`src/rtl/strap_cfg_pkg.sv`:
```
package strap_cfg_pkg;
  localparam int ADDR_W  = 7;
  localparam int DATA_W  = 8;
  localparam int GAIN_W  = 10;
  localparam int NUM_CH  = 2;

  localparam logic [ADDR_W-1:0] A_MODE      = 7'h02;
  localparam logic [ADDR_W-1:0] A_PWR       = 7'h03;
  localparam logic [ADDR_W-1:0] A_OUTM      = 7'h0A;
  localparam logic [ADDR_W-1:0] A_GAIN_BASE = 7'h0B;

  localparam logic [GAIN_W-1:0] GAIN_DEF = 10'h1F9;
  localparam logic [DATA_W-1:0] OUTM_MIX = 8'h05;
  localparam logic [DATA_W-1:0] PWR_ALL  = 8'hFF;

  localparam int BIT_ONEPORT = 6;
  localparam int BIT_FMT     = 7;
endpackage

```
`src/rtl/strap_pin_sync.sv`:
```
module strap_pin_sync #(
  parameter int STAGES = 2
) (
  input  logic clk,
  input  logic rst,
  input  logic sclk_i,
  input  logic csn_i,
  input  logic sdi_i,
  output logic csn_s,
  output logic sdi_s,
  output logic sclk_rise,
  output logic sclk_fall
);
  localparam int LANES = 3;
  localparam logic [LANES-1:0] IDLE = 3'b010;

  logic [LANES-1:0] lane_q [STAGES];
  logic             sclk_prev;

  always_ff @(posedge clk) begin
    if (rst) lane_q[0] <= IDLE;
    else     lane_q[0] <= {sdi_i, csn_i, sclk_i};
  end

  for (genvar s = 1; s < STAGES; s++) begin : g_stage
    always_ff @(posedge clk) begin
      if (rst) lane_q[s] <= IDLE;
      else     lane_q[s] <= lane_q[s-1];
    end
  end

  always_ff @(posedge clk) begin
    if (rst) sclk_prev <= 1'b0;
    else     sclk_prev <= lane_q[STAGES-1][0];
  end

  assign csn_s     = lane_q[STAGES-1][1];
  assign sdi_s     = lane_q[STAGES-1][2];
  assign sclk_rise = lane_q[STAGES-1][0] & ~sclk_prev;
  assign sclk_fall = ~lane_q[STAGES-1][0] & sclk_prev;
endmodule

```
`src/rtl/strap_spi_frame.sv`:
```
module strap_spi_frame #(
  parameter int ADDR_W = 7,
  parameter int DATA_W = 8
) (
  input  logic              clk,
  input  logic              rst,
  input  logic              csn_s,
  input  logic              sdi_s,
  input  logic              sclk_rise,
  input  logic              sclk_fall,
  input  logic [DATA_W-1:0] rd_data,
  output logic [ADDR_W-1:0] reg_addr,
  output logic              wr_en,
  output logic [DATA_W-1:0] wr_data,
  output logic              sdo,
  output logic              sdo_oe
);
  localparam int HDR_BITS   = 1 + ADDR_W;
  localparam int FRAME_BITS = HDR_BITS + DATA_W;
  localparam int CNT_W      = $clog2(FRAME_BITS + 1);
  localparam logic [CNT_W-1:0] C_HDR_LAST = CNT_W'(HDR_BITS - 1);
  localparam logic [CNT_W-1:0] C_HDR      = CNT_W'(HDR_BITS);
  localparam logic [CNT_W-1:0] C_DAT_LAST = CNT_W'(FRAME_BITS - 1);
  localparam logic [CNT_W-1:0] C_FRAME    = CNT_W'(FRAME_BITS);
  localparam int SH_W = HDR_BITS - 1;

  logic [CNT_W-1:0]  cnt_q;
  logic [SH_W-1:0]   shift_q;
  logic              is_read_q;
  logic              load_q;
  logic [DATA_W-1:0] out_sh_q;

  always_ff @(posedge clk) begin
    if (rst || csn_s) begin
      cnt_q     <= '0;
      shift_q   <= '0;
      is_read_q <= 1'b0;
      load_q    <= 1'b0;
      out_sh_q  <= '0;
      wr_en     <= 1'b0;
      wr_data   <= '0;
      reg_addr  <= '0;
    end else begin
      wr_en  <= 1'b0;
      load_q <= 1'b0;
      if (sclk_rise && cnt_q != C_FRAME) begin
        cnt_q   <= cnt_q + 1'b1;
        shift_q <= {shift_q[SH_W-2:0], sdi_s};
        if (cnt_q == C_HDR_LAST) begin
          is_read_q <= shift_q[SH_W-1];
          reg_addr  <= {shift_q[SH_W-2:0], sdi_s};
          load_q    <= 1'b1;
        end
        if (cnt_q == C_DAT_LAST && !is_read_q) begin
          wr_en   <= 1'b1;
          wr_data <= {shift_q[DATA_W-2:0], sdi_s};
        end
      end
      if (load_q) begin
        out_sh_q <= rd_data;
      end else if (sclk_fall && cnt_q > C_HDR && cnt_q < C_FRAME) begin
        out_sh_q <= {out_sh_q[DATA_W-2:0], 1'b0};
      end
    end
  end

  assign sdo_oe = is_read_q && (cnt_q >= C_HDR);
  assign sdo    = sdo_oe & out_sh_q[DATA_W-1];
endmodule

```
`src/rtl/strap_cfg_bank.sv`:
```
module strap_cfg_bank
  import strap_cfg_pkg::*;
#(
  parameter int CH = NUM_CH,
  parameter int AW = ADDR_W,
  parameter int DW = DATA_W,
  parameter int GW = GAIN_W
) (
  input  logic                 clk,
  input  logic                 rst,
  input  logic                 strap_sclk,
  input  logic                 strap_sdi,
  input  logic                 strap_csn,
  input  logic                 strap_sdo,
  input  logic                 wr_en,
  input  logic [AW-1:0]        reg_addr,
  input  logic [DW-1:0]        wr_data,
  output logic [DW-1:0]        rd_data,
  output logic [DW-1:0]        mode_reg,
  output logic [DW-1:0]        pwr_reg,
  output logic [DW-1:0]        outm_reg,
  output logic [CH-1:0][GW-1:0] gain_reg
);
  localparam int HI_W = GW - DW;

  logic [DW-1:0] strap_mode;

  always_comb begin
    strap_mode              = '0;
    strap_mode[BIT_ONEPORT] = strap_sclk;
    strap_mode[BIT_FMT]     = strap_sdi;
  end

  always_ff @(posedge clk) begin
    if (rst) begin
      mode_reg <= strap_mode;
      pwr_reg  <= strap_sdo ? PWR_ALL : '0;
      outm_reg <= strap_csn ? OUTM_MIX : '0;
    end else if (wr_en) begin
      if (reg_addr == A_MODE) mode_reg <= wr_data;
      if (reg_addr == A_PWR)  pwr_reg  <= wr_data;
      if (reg_addr == A_OUTM) outm_reg <= wr_data;
    end
  end

  for (genvar c = 0; c < CH; c++) begin : g_ch
    localparam logic [AW-1:0] LO_A = A_GAIN_BASE + AW'(2 * c);
    localparam logic [AW-1:0] HI_A = A_GAIN_BASE + AW'(2 * c + 1);
    logic [GW-1:0] q;
    always_ff @(posedge clk) begin
      if (rst) begin
        q <= GAIN_DEF;
      end else if (wr_en && reg_addr == LO_A) begin
        q[DW-1:0] <= wr_data;
      end else if (wr_en && reg_addr == HI_A) begin
        q[GW-1:DW] <= wr_data[HI_W-1:0];
      end
    end
    assign gain_reg[c] = q;
  end

  always_comb begin
    rd_data = '0;
    if (reg_addr == A_MODE) rd_data = mode_reg;
    if (reg_addr == A_PWR)  rd_data = pwr_reg;
    if (reg_addr == A_OUTM) rd_data = outm_reg;
    for (int c = 0; c < CH; c++) begin
      if (reg_addr == A_GAIN_BASE + AW'(2 * c))
        rd_data = gain_reg[c][DW-1:0];
      if (reg_addr == A_GAIN_BASE + AW'(2 * c + 1))
        rd_data = DW'(gain_reg[c][GW-1:DW]);
    end
  end
endmodule

```
`src/rtl/strap_cfg_regfile.sv`:
```
module strap_cfg_regfile
  import strap_cfg_pkg::*;
#(
  parameter int SYNC_STAGES = 2
) (
  input  logic              clk,
  input  logic              rst,
  input  logic              spi_sclk,
  input  logic              spi_csn,
  input  logic              spi_sdi,
  input  logic              spi_sdo_strap,
  output logic              spi_sdo,
  output logic              spi_sdo_oe,
  output logic              single_port,
  output logic              data_fmt,
  output logic [DATA_W-1:0] pwr_down,
  output logic [DATA_W-1:0] out_mode,
  output logic [GAIN_W-1:0] gain_ch1,
  output logic [GAIN_W-1:0] gain_ch2
);
  logic                          csn_s, sdi_s, rise, fall;
  logic                          wr_en;
  logic [ADDR_W-1:0]             reg_addr;
  logic [DATA_W-1:0]             wr_data, rd_data, mode_reg;
  logic [NUM_CH-1:0][GAIN_W-1:0] gain_reg;

  strap_pin_sync #(.STAGES(SYNC_STAGES)) u_sync (
    .clk(clk), .rst(rst),
    .sclk_i(spi_sclk), .csn_i(spi_csn), .sdi_i(spi_sdi),
    .csn_s(csn_s), .sdi_s(sdi_s), .sclk_rise(rise), .sclk_fall(fall)
  );

  strap_spi_frame #(.ADDR_W(ADDR_W), .DATA_W(DATA_W)) u_frame (
    .clk(clk), .rst(rst), .csn_s(csn_s), .sdi_s(sdi_s),
    .sclk_rise(rise), .sclk_fall(fall), .rd_data(rd_data),
    .reg_addr(reg_addr), .wr_en(wr_en), .wr_data(wr_data),
    .sdo(spi_sdo), .sdo_oe(spi_sdo_oe)
  );

  strap_cfg_bank #(.CH(NUM_CH), .AW(ADDR_W), .DW(DATA_W), .GW(GAIN_W)) u_bank (
    .clk(clk), .rst(rst),
    .strap_sclk(spi_sclk), .strap_sdi(spi_sdi),
    .strap_csn(spi_csn), .strap_sdo(spi_sdo_strap),
    .wr_en(wr_en), .reg_addr(reg_addr), .wr_data(wr_data), .rd_data(rd_data),
    .mode_reg(mode_reg), .pwr_reg(pwr_down), .outm_reg(out_mode),
    .gain_reg(gain_reg)
  );

  assign single_port = mode_reg[BIT_ONEPORT];
  assign data_fmt    = mode_reg[BIT_FMT];
  assign gain_ch1    = gain_reg[0];
  assign gain_ch2    = gain_reg[1];
endmodule

```
`config.mk`:
```
export PLATFORM = sky130hd
export DESIGN_NAME = strap_cfg_regfile
export DESIGN_NICKNAME = d
export VERILOG_FILES = /design/src/rtl/strap_cfg_pkg.sv /design/src/rtl/strap_pin_sync.sv /design/src/rtl/strap_spi_frame.sv /design/src/rtl/strap_cfg_bank.sv /design/src/rtl/strap_cfg_regfile.sv
export SDC_FILE = /design/constraint.sdc
export NUM_CORES = 1
export LEC_CHECK = 0
export ABC_AREA = 0
export BUFFER_PORTS_ARGS = -buffer_cell sky130_fd_sc_hd__buf_2
export CAP_MARGIN = 10
export CORE_MARGIN = 8
export CORE_UTILIZATION = 45
export DETAILED_ROUTE_END_ITERATION = 6
export PLACE_DENSITY = 0.65
export SYNTH_ARGS = -nofsm -noshare
export SYNTH_HDL_FRONTEND = slang
export SYNTH_SLANG_ARGS = --single-unit
export TNS_END_PERCENT = 5
```
`constraint.sdc`:
```
create_clock -name clk -period 3 [get_ports clk]
set_clock_uncertainty 0.1 [all_clocks]
set_input_delay 0.6 -clock clk [delete_from_list [all_inputs] [get_ports clk]]
set_output_delay 0.6 -clock clk [all_outputs]
set_load 0.02 [all_outputs]
```
==> run metrics, run 1 <==
Post-CTS Setup Bufs 0; largest reg by FF count u_bank.g_ch.q; Post-Syn Instances between 300 and 400; via count roughly 2900; final hold violations 0; post-synth top area cell dfxtp_1; Reg2Reg Setup Slack between 0.7 and 0.8 ns; row count 34; largest net degree at the start of global routing 32; Final Worst Setup Slack 0.762 ns; Port-buffer cells 45; number of enable flip-flop cells after synthesis 18; yosys warns 0; clk_lat worst skew roughly 0.36 ns; non-filler cells, final between 500 and 600; sequential-to-total area share from yosys stat 0.506; Worst Path Arrival between 2 and 2.5 ns; Filler cells just under 800; hold path depth 1; critical-path cell list nor4_4, buf_4, nand3_1, o21ai_0; wire per inst 17.3 um; CP required ~2.9 ns; Crit. End Element register; Antenna Cells 0; initial core utilization 0.453; RR Startpoint u_frame.reg_addr[4]$_SDFFE_PP0P_; Setup violations, final 0; Mapped Area 0.00387 mm^2; Lkg Pwr ~1.8 nW; max-cap violations 0; setup_tns 0 ns; Top delay family on crit path compound AO/OA/AOI/OAI gates; min cycle time layout about 2.2 ns; clock buffer depth 2; R2R Path End u_bank.pwr_reg[0]$_DFFE_PP_; Largest register FFs 20; ANT nets after route 0; top-count cell post-synth dfxtp_1; cts hold-fix bufs 0; dpl ws roughly 0.77 ns; crit start category register; # DRC 0; worst slew pin tran approximately 1.1 ns; most area-consuming cells after synthesis dfxtp_1, edfxtp_1, mux2i_1; flops & latches, synth 89; Max Slew Vio Count 0; slowest CP cell o21ai_0; Pwr Total roughly 2.2 mW; Starting DRT DRC Count around 150; Synthesized Nets approximately 390; worst-path fanout max 8; Peak VDD IR roughly 0.00035 V; Crit Path Category register to register; Worst Hold Path EP u_sync.lane_q[1][0]$_SDFF_PP0_; Die W 109 um; Synth cell types 44; CP peak stage delay ~0.87 ns; Tcrit/Tclk final 0.746; H-Tree Depth 3; unrepaired setup endpoints after global routing no; Post-synth top cells dfxtp_1, nor2_1, mux2i_1, nand2_1, o21ai_0; WHS around 0.34 ns; Root Buffer clkbuf_8; CTS Buf Count 9; worst hold path type register to register; WP buf/inv 1; Num Clock Sinks 89; routed vias/inst roughly 5.4; vias in the first global route around 2900; GP Congestion ~0.80; DP Cell Count approximately 520; Finished Core Util 0.513; Reg2Reg Depth 4; outcome finished clean; gr ovfl total 0; share of cells above drive strength 1 0.217; global-route wire length before repair between 15 and 20 mm; Post-DP Area between 0.004 and 0.005 mm^2; Post-Layout Inst Area between 0.004 and 0.005 mm^2; Max Clk Rate 0.447 GHz; pwr dens 509 mW/mm^2; Multi-input gate area between 0.0015 and 0.002 mm^2; Post-CTS Resized 0; area delta synth->final 13.2%; HP Start u_sync.lane_q[0][0]$_SDFF_PP0_; DR pass1 iterations 4; core area between 0.008 and 0.009 mm^2; Avg Cell Area, Syn about 10 um^2; Async S/R FF share, synth 0; Final #Nets 428; total track usage 0.166; dominant synthesized flop cell dfxtp_1; die height ~110 um; Max transition margin 0.258; Worst-path clk slew 0.09 ns; initial antenna violation count 0; final WL 9.20 mm; die area approximately 0.012 mm^2; top-area cell type share of the netlist area 0.367; sequential cell area between 0.0015 and 0.002 mm^2; IO Pins between 40 and 50; Detailed Place HPWL ~6.7 mm; CTS tree done
==> worst reg2reg max path, delay by kind of cell, from the launching register on <==
| family | cells | cell delay (ns) |
|---|---|---|
| flops | 1 | 0.36 |
| simple gates | 2 | 0.32 |
| buf+inv | 1 | 0.20 |
| compound gates | 1 | 0.87 |
==> worst max path at each step <==
stage | from | endpoint | slack (ns) | cells after the start
global route | u_frame.reg_addr[4]$_SDFFE_PP0P_ | u_bank.pwr_reg[4]$_DFFE_PP_ | 0.63 | 4
global placement | u_frame.reg_addr[2]$_SDFFE_PP0P_ | u_bank.pwr_reg[1]$_DFFE_PP_ | 0.80 | 4
finish | u_frame.reg_addr[4]$_SDFFE_PP0P_ | u_bank.pwr_reg[0]$_DFFE_PP_ | 0.76 | 4
floorplan | u_frame.reg_addr[2]$_SDFFE_PP0P_ | u_bank.outm_reg[0]$_DFFE_PP_ | 0.98 | 3
CTS | u_frame.reg_addr[2]$_SDFFE_PP0P_ | u_bank.pwr_reg[0]$_DFFE_PP_ | 0.76 | 4
detailed placement | u_frame.reg_addr[2]$_SDFFE_PP0P_ | u_bank.pwr_reg[6]$_DFFE_PP_ | 0.77 | 4
==> cells by family (layout without fill, tap and decap cells) <==
kind of cell,count (synthesis),in the layout,share of synthesized area
AO/OA/AOI/OAI,58,58,0.105
XOR/XNOR,2,2,0.00452
adder cells (fa/ha/maj),3,3,0.00969
buffers and inverters,42,87,0.0504
flip-flops,89,89,0.506
multiplexers,42,42,0.131
AND/OR/NAND/NOR,143,143,0.193
==> report_power, final <==
part / switching [mW] / internal, mW
registers: 0.0101 / 1.24
logic: 0.0543 / 0.0244
clock network: 0.438 / 0.470
total: 0.503 / 1.73
==> cell type report <==
| type | instances | area share |
|---|---|---|
| Sequential cell | 89 | 0.447 |
| Multi-Input combinational cell | 248 | 0.392 |
| Timing Repair Buffer | 53 | 0.0651 |
| Tap cell | 108 | 0.0308 |
| Clock buffer | 9 | 0.0283 |
| Clock inverter | 7 | 0.0214 |
| Inverter | 18 | 0.0154 |
==> per-layer routing <==
layer / wire length, um / global-route usage / vias to the layer above
met3: 602 / 0.0408 / 8
met1: 4210 / 0.225 / 1385
li1: - / - / 1403
met4: 82 / 0.0411 / 0
met2: 4310 / 0.262 / 80
met5: 0 / 0 / -
==> cell usage in the layout, fill, tap and decap left out, types with 3 or more instances in the layout <==
cell type,count
buf_4,8
a21oi_1,6
edfxtp_1,18
dfxtp_1,71
o211ai_1,9
nor2_1,45
o211ai_2,6
nand3_1,16
ha_1,3
a31oi_1,7
clkbuf_8,9
nor2b_1,10
and2_1,7
buf_2,45
nand2_1,34
nand4_1,5
o21ai_0,22
mux4_2,7
inv_1,18
mux2i_1,35
nand2b_1,8
or2_2,4
(Power assumes the default switching activity.)
==> run 2, diff against run 1 <==
- clock period: 3 -> 2.2 ns (I/O delays scaled with it)
==> run metrics, run 2 (same netlist as run 1, synthesis figures left out) <==
worst hold path type primary input to register; Post-Layout Inst Area 0.00439 mm^2; Post-DP Area ~0.0042 mm^2; Final #Nets between 400 and 500; initial antenna violation count 0; Top delay family on crit path simple AND/OR/NAND/NOR gates; largest net degree at the start of global routing 30; sequential power share 0.582; initial core utilization 0.453; global-route wire length before repair 15.1 mm; Root Buffer clkbuf_8; routed vias/inst around 5.4; DR pass1 iterations 5; outcome finished clean; CP required roughly 2.3 ns; Worst Path Arrival 2.10 ns; most common cell after layout, fill and taps aside dfxtp_1; die height approximately 110 um; Largest register FFs 20; Max transition margin 0.614; Lkg Pwr 1.80 nW; clock network fraction of total power 0.380; area delta synth->final 13.4%; IO Pins 46; wire per inst approximately 17 um; Starting DRT DRC Count 182; Worst-path clk slew about 0.090 ns; Die W 109 um; total track usage 0.165; worst-path fanout max 9; Setup violations, final 0; most frequent cells in the layout dfxtp_1, nor2_1, buf_2, mux2i_1, nand2_1; Post-CTS Resized 0; Pint between 2 and 2.5 mW; critical-path cell list ha_1, and3_1, ha_1, and4b_1, mux2i_1, nor2_1; Detailed Place HPWL about 6.8 mm; GP Congestion around 0.79; setup_tns 0 ns; pwr dens between 600 and 700 mW/mm^2; cts hold-fix bufs 0; die area 0.0118 mm^2; CTS tree done; Port-buffer cells 45; final WL ~9.2 mm; gr ovfl total 0; H-Tree Depth 3; Post-CTS Setup Bufs 0; share of cells above drive strength 1 0.224; Peak VDD IR about 0.00044 V; Num Clock Sinks 89; clk_lat worst skew 0.36 ns; final hold violations 0; Max Slew Vio Count 0; clock buffer depth 2; CP peak stage delay between 0.5 and 0.6 ns; Max Clk Rate 0.508 GHz; Tcrit/Tclk final 0.894; net switching power 668 uW; unrepaired setup endpoints after global routing no; largest reg by FF count u_bank.g_ch.q; vias in the first global route between 2000 and 3000; # DRC 0; core area 0.00855 mm^2; max-cap violations 0; via count around 2900; CP most frequent cell ha_1; WP buf/inv 0; slowest CP cell and4b_1; Crit. End Element register; CTS Buf Count 9; crit start category register; switch share 0.229; min cycle time layout 1.97 ns; ANT nets after route 0; Crit Path Category register to register; Antenna Cells 0; worst slew pin tran 0.579 ns; combinational power share 0.037; row count 34
-- run 2: path summary, 6_finish.rpt --
path / startpoint / end / slack (ns) / cells past startpoint
max: u_frame.cnt_q[0]$_SDFFE_PP0P_ / u_frame.wr_data[2]$_SDFFE_PP0P_ / 0.23 / 6
min: spi_csn / u_sync.lane_q[0][1]$_SDFF_PP1_ / 0.18 / 2
max reg2reg: u_frame.cnt_q[0]$_SDFFE_PP0P_ / u_frame.wr_data[2]$_SDFFE_PP0P_ / 0.23 / 6
min reg2reg: u_sync.lane_q[0][1]$_SDFF_PP1_ / u_sync.lane_q[1][1]$_SDFF_PP1_ / 0.31 / 1
-- run 2: power groups by stage --
stage	Sequential [mW]	Combinational, mW	Clock, mW
floorplan	1.76	0.0453	0
global placement	1.74	0.109	0
detailed placement	1.74	0.111	0
CTS	1.70	0.111	1.15
global route	1.70	0.119	1.20
finish	1.70	0.109	1.11
-- run 2: metal layers --
layer | track usage | vias to the layer above | part of all wire
li1 | - | 1415 | -
met3 | 0.0296 | 10 | 0.059
met5 | 0 | - | 0
met4 | 0.0587 | 0 | 0.013
met1 | 0.231 | 1379 | 0.48
met2 | 0.250 | 90 | 0.45
-- run 2: metrics by stage --
step / cells / hold WS [ns] / utilization / worst slack [ns] / power (mW)
floorplan: 379 / 0.289 / - / 0.182 / 1.80
global placement: 520 / 0.293 / 0.491 / 0.325 / 1.85
detailed placement: 520 / 0.296 / 0.491 / 0.241 / 1.85
CTS: 536 / 0.165 / 0.514 / 0.222 / 2.96
global route: 536 / 0.170 / 0.514 / 0.0966 / 3.02
finish: 536 / 0.179 / 0.514 / 0.233 / 2.92
-- run 2: area by class of cell --
class                           instances  area (um^2)
Sequential cell                        89         1960
Fill cell                             804         4160
Clock inverter                          6         67.6
Tap cell                              108          135
Multi-Input combinational cell        248         1720
Inverter                               18         67.6
Clock buffer                           10          128
Timing Repair Buffer                   57          315
==> run 3, diff against run 2 <==
- CORE_UTILIZATION: 45 -> 25
- PLACE_DENSITY: 0.65 -> 0.42
- SYNTH_HIERARCHICAL: unset -> 1
==> run metrics, run 3 <==
outcome finished clean; most common cell after layout, fill and taps aside dfxtp_1; Crit. End Element register; number of enable flip-flop cells after synthesis 18; post-synthesis mux area share 0.0914; Pint around 2.6 mW; top-count cell post-synth dfxtp_1; # DRC 0; total track usage 0.120; Final #Nets about 470; Detailed Place HPWL about 8.7 mm; switch share 0.218; Tcrit/Tclk final 0.895; vias in the first global route ~3200; CTS tree done; unrepaired setup endpoints after global routing no; post-synth top area cell dfxtp_1; XOR/XNOR share of the synthesized area 0.00216; met2 usage 0.184; initial core utilization 0.255; CTS Buf Count 9; most frequent cells in the layout dfxtp_1, buf_2, mux2i_1, a21oi_1; Antenna Cells 0; Die W ~140 um; core area 0.0159 mm^2; top-area cell type share of the netlist area 0.351; die height roughly 140 um; M1 GR Usage 0.158; CP required 2.30 ns; IO Pins between 40 and 50; Mapped Area just over 0.004 mm^2; most area-consuming cells after synthesis dfxtp_1, edfxtp_1, mux2i_1; cts hold-fix bufs 0; setup_tns 0 ns; worst hold path type primary input to register; Peak VDD IR 0.000277 V; grt met3 use 0.0348; main combinational cell family by area after synthesis simple AND/OR/NAND/NOR gates; min cycle time layout about 2 ns; gr ovfl total 0; worst-path fanout max 10; row count 46; Post-Layout Inst Area slightly below 0.005 mm^2; combinational power share 0.039; Post-Syn Instances between 400 and 500; clock network fraction of total power 0.449; GP Congestion 0.822; simple logic cell fraction of the synthesized area 0.198; clock buffer depth 2; Root Buffer clkbuf_16; pwr dens just under 700 mW/mm^2; H-Tree Depth 3; Max Clk Rate 0.508 GHz; largest net degree at the start of global routing 24; area share of fa/ha/maj cells after synthesis 0.00926; dominant synthesized flop cell dfxtp_1; routed vias/inst roughly 4.8; Worst-path clk slew about 0.06 ns; global-route wire length before repair roughly 19 mm; net switching power 724 uW; worst slew pin tran 0.616 ns; yosys warns 6; Async S/R FF share, synth 0; final WL between 10 and 15 mm; wire per inst ~17 um; Crit Path Category register to register; Setup violations, final 0; sequential power share 0.511; final hold violations 0; Max transition margin 0.590; Filler cells ~1700; sequential-to-total area share from yosys stat 0.484; Post-synth top cells dfxtp_1, mux2i_1, a21oi_1, nand3_1, nor2_1; crit start category register; DR pass1 iterations 4; flops & latches, synth between 80 and 90; Post-CTS Resized 0; die area just over 0.02 mm^2; Port-buffer cells 45; Worst Path Arrival between 2 and 2.5 ns; ANT nets after route 0; via count around 3200; Synth cell types 57; clk_lat worst skew 0.34 ns; Lkg Pwr between 1.5 and 2 nW; initial antenna violation count 0; Largest register FFs 20; Num Clock Sinks slightly below 90; max-cap violations 0; Max Slew Vio Count 0; Post-DP Area between 0.004 and 0.005 mm^2; Post-CTS Setup Bufs 0; area delta synth->final 19.1%; Avg Cell Area, Syn between 9 and 10 um^2; Synthesized Nets 426; grt peak-use layer met2; share of cells above drive strength 1 0.205; Synth Area in Compound Gates 0.164; Starting DRT DRC Count 216; largest reg by FF count u_bank/g_ch.q
==> run 3: cell count changes after synthesis, sizes merged, moves of 7 or more <==
| cell | change |
|---|---|
| mux2i | -7 |
| o22ai | +7 |
| o31ai | +8 |
| nor2 | -19 |
| mux4 | -7 |
| a21oi | +21 |
| clkbuf | +10 |
| o21bai | +7 |
| mux2 | +8 |
| o211ai | -9 |
| nand2 | -19 |
| nand2b | +17 |
| nand3 | +10 |
==> run 3: logic make-up (layout without fill, tap and decap cells) <==
kind of cell,count (synthesis),count (layout)
muxes,36,36
adders and majority gates,3,3
xor gates and xnor gates,1,1
and+or+nand+nor,135,135
DFF,89,89
AOI/OAI and AO/OA,106,106
buffers and inverters,47,93
==> run 3: worst max-delay path: stages, from the launching register on <==
cell	delay, ns
dfxtp_1	0.52
buf_4	0.28
mux2_2	0.36
o22ai_1	0.24
o2bb2ai_1	0.12
o21bai_1	0.15
a31oi_1	0.05
==> run 3: power groups by stage <==
stage	Sequential, mW	Combinational (mW)	Clock, mW
after floorplan	1.75	0.0595	0
after global placement	1.74	0.133	0
after detailed placement	1.74	0.134	0
after CTS	1.70	0.134	1.55
after global routing	1.70	0.145	1.62
final	1.70	0.131	1.50
==> run 3: area by class of cell <==
class | instances | area [um^2] | area share
repair buffers | 63 | 373 | 0.0773
clock buffers | 10 | 229 | 0.0474
flip-flops and latches | 89 | 1960 | 0.407
well taps | 216 | 270 | 0.0560
clock inverters | 6 | 58.8 | 0.0122
inverters | 14 | 52.6 | 0.0109
multi-input cells | 281 | 1880 | 0.390
==> run 3: path summary, 6_finish.rpt <==
kind | to | from | cells after the start | slack (ns)
setup / recovery | u_frame/out_sh_q[4]$_SDFFE_PP0P_ | u_frame/reg_addr[0]$_SDFFE_PP0P_ | 6 | 0.23
hold / removal | u_sync/lane_q[0][1]$_SDFF_PP1_ | spi_csn | 2 | 0.20
setup reg to reg | u_frame/out_sh_q[4]$_SDFFE_PP0P_ | u_frame/reg_addr[0]$_SDFFE_PP0P_ | 6 | 0.23
hold reg to reg | u_sync/lane_q[1][1]$_SDFF_PP1_ | u_sync/lane_q[0][1]$_SDFF_PP1_ | 1 | 0.31
==> run 3: layer usage <==
metal  share of wire  vias to the layer above  wire (um)
met4           0.011                        0        133
met1            0.47                     1579       5540
met3           0.050                        6        587
met2            0.47                       65       5510
met5               0                        -          0
li1                -                     1583          -
==> run 3: metrics by stage <==
stage          setup WS, ns  std cells  hold WS [ns]   util  power, mW
5_1_grt              0.0705        679         0.193  0.304       3.47
4_1_cts               0.184        679         0.184  0.304       3.39
2_1_floorplan         0.565        417         0.285      -       1.81
6_report              0.232        679         0.203  0.304       3.33
3_5_place_dp          0.179        663         0.301  0.286       1.87
3_3_place_gp          0.188        663         0.296  0.286       1.87
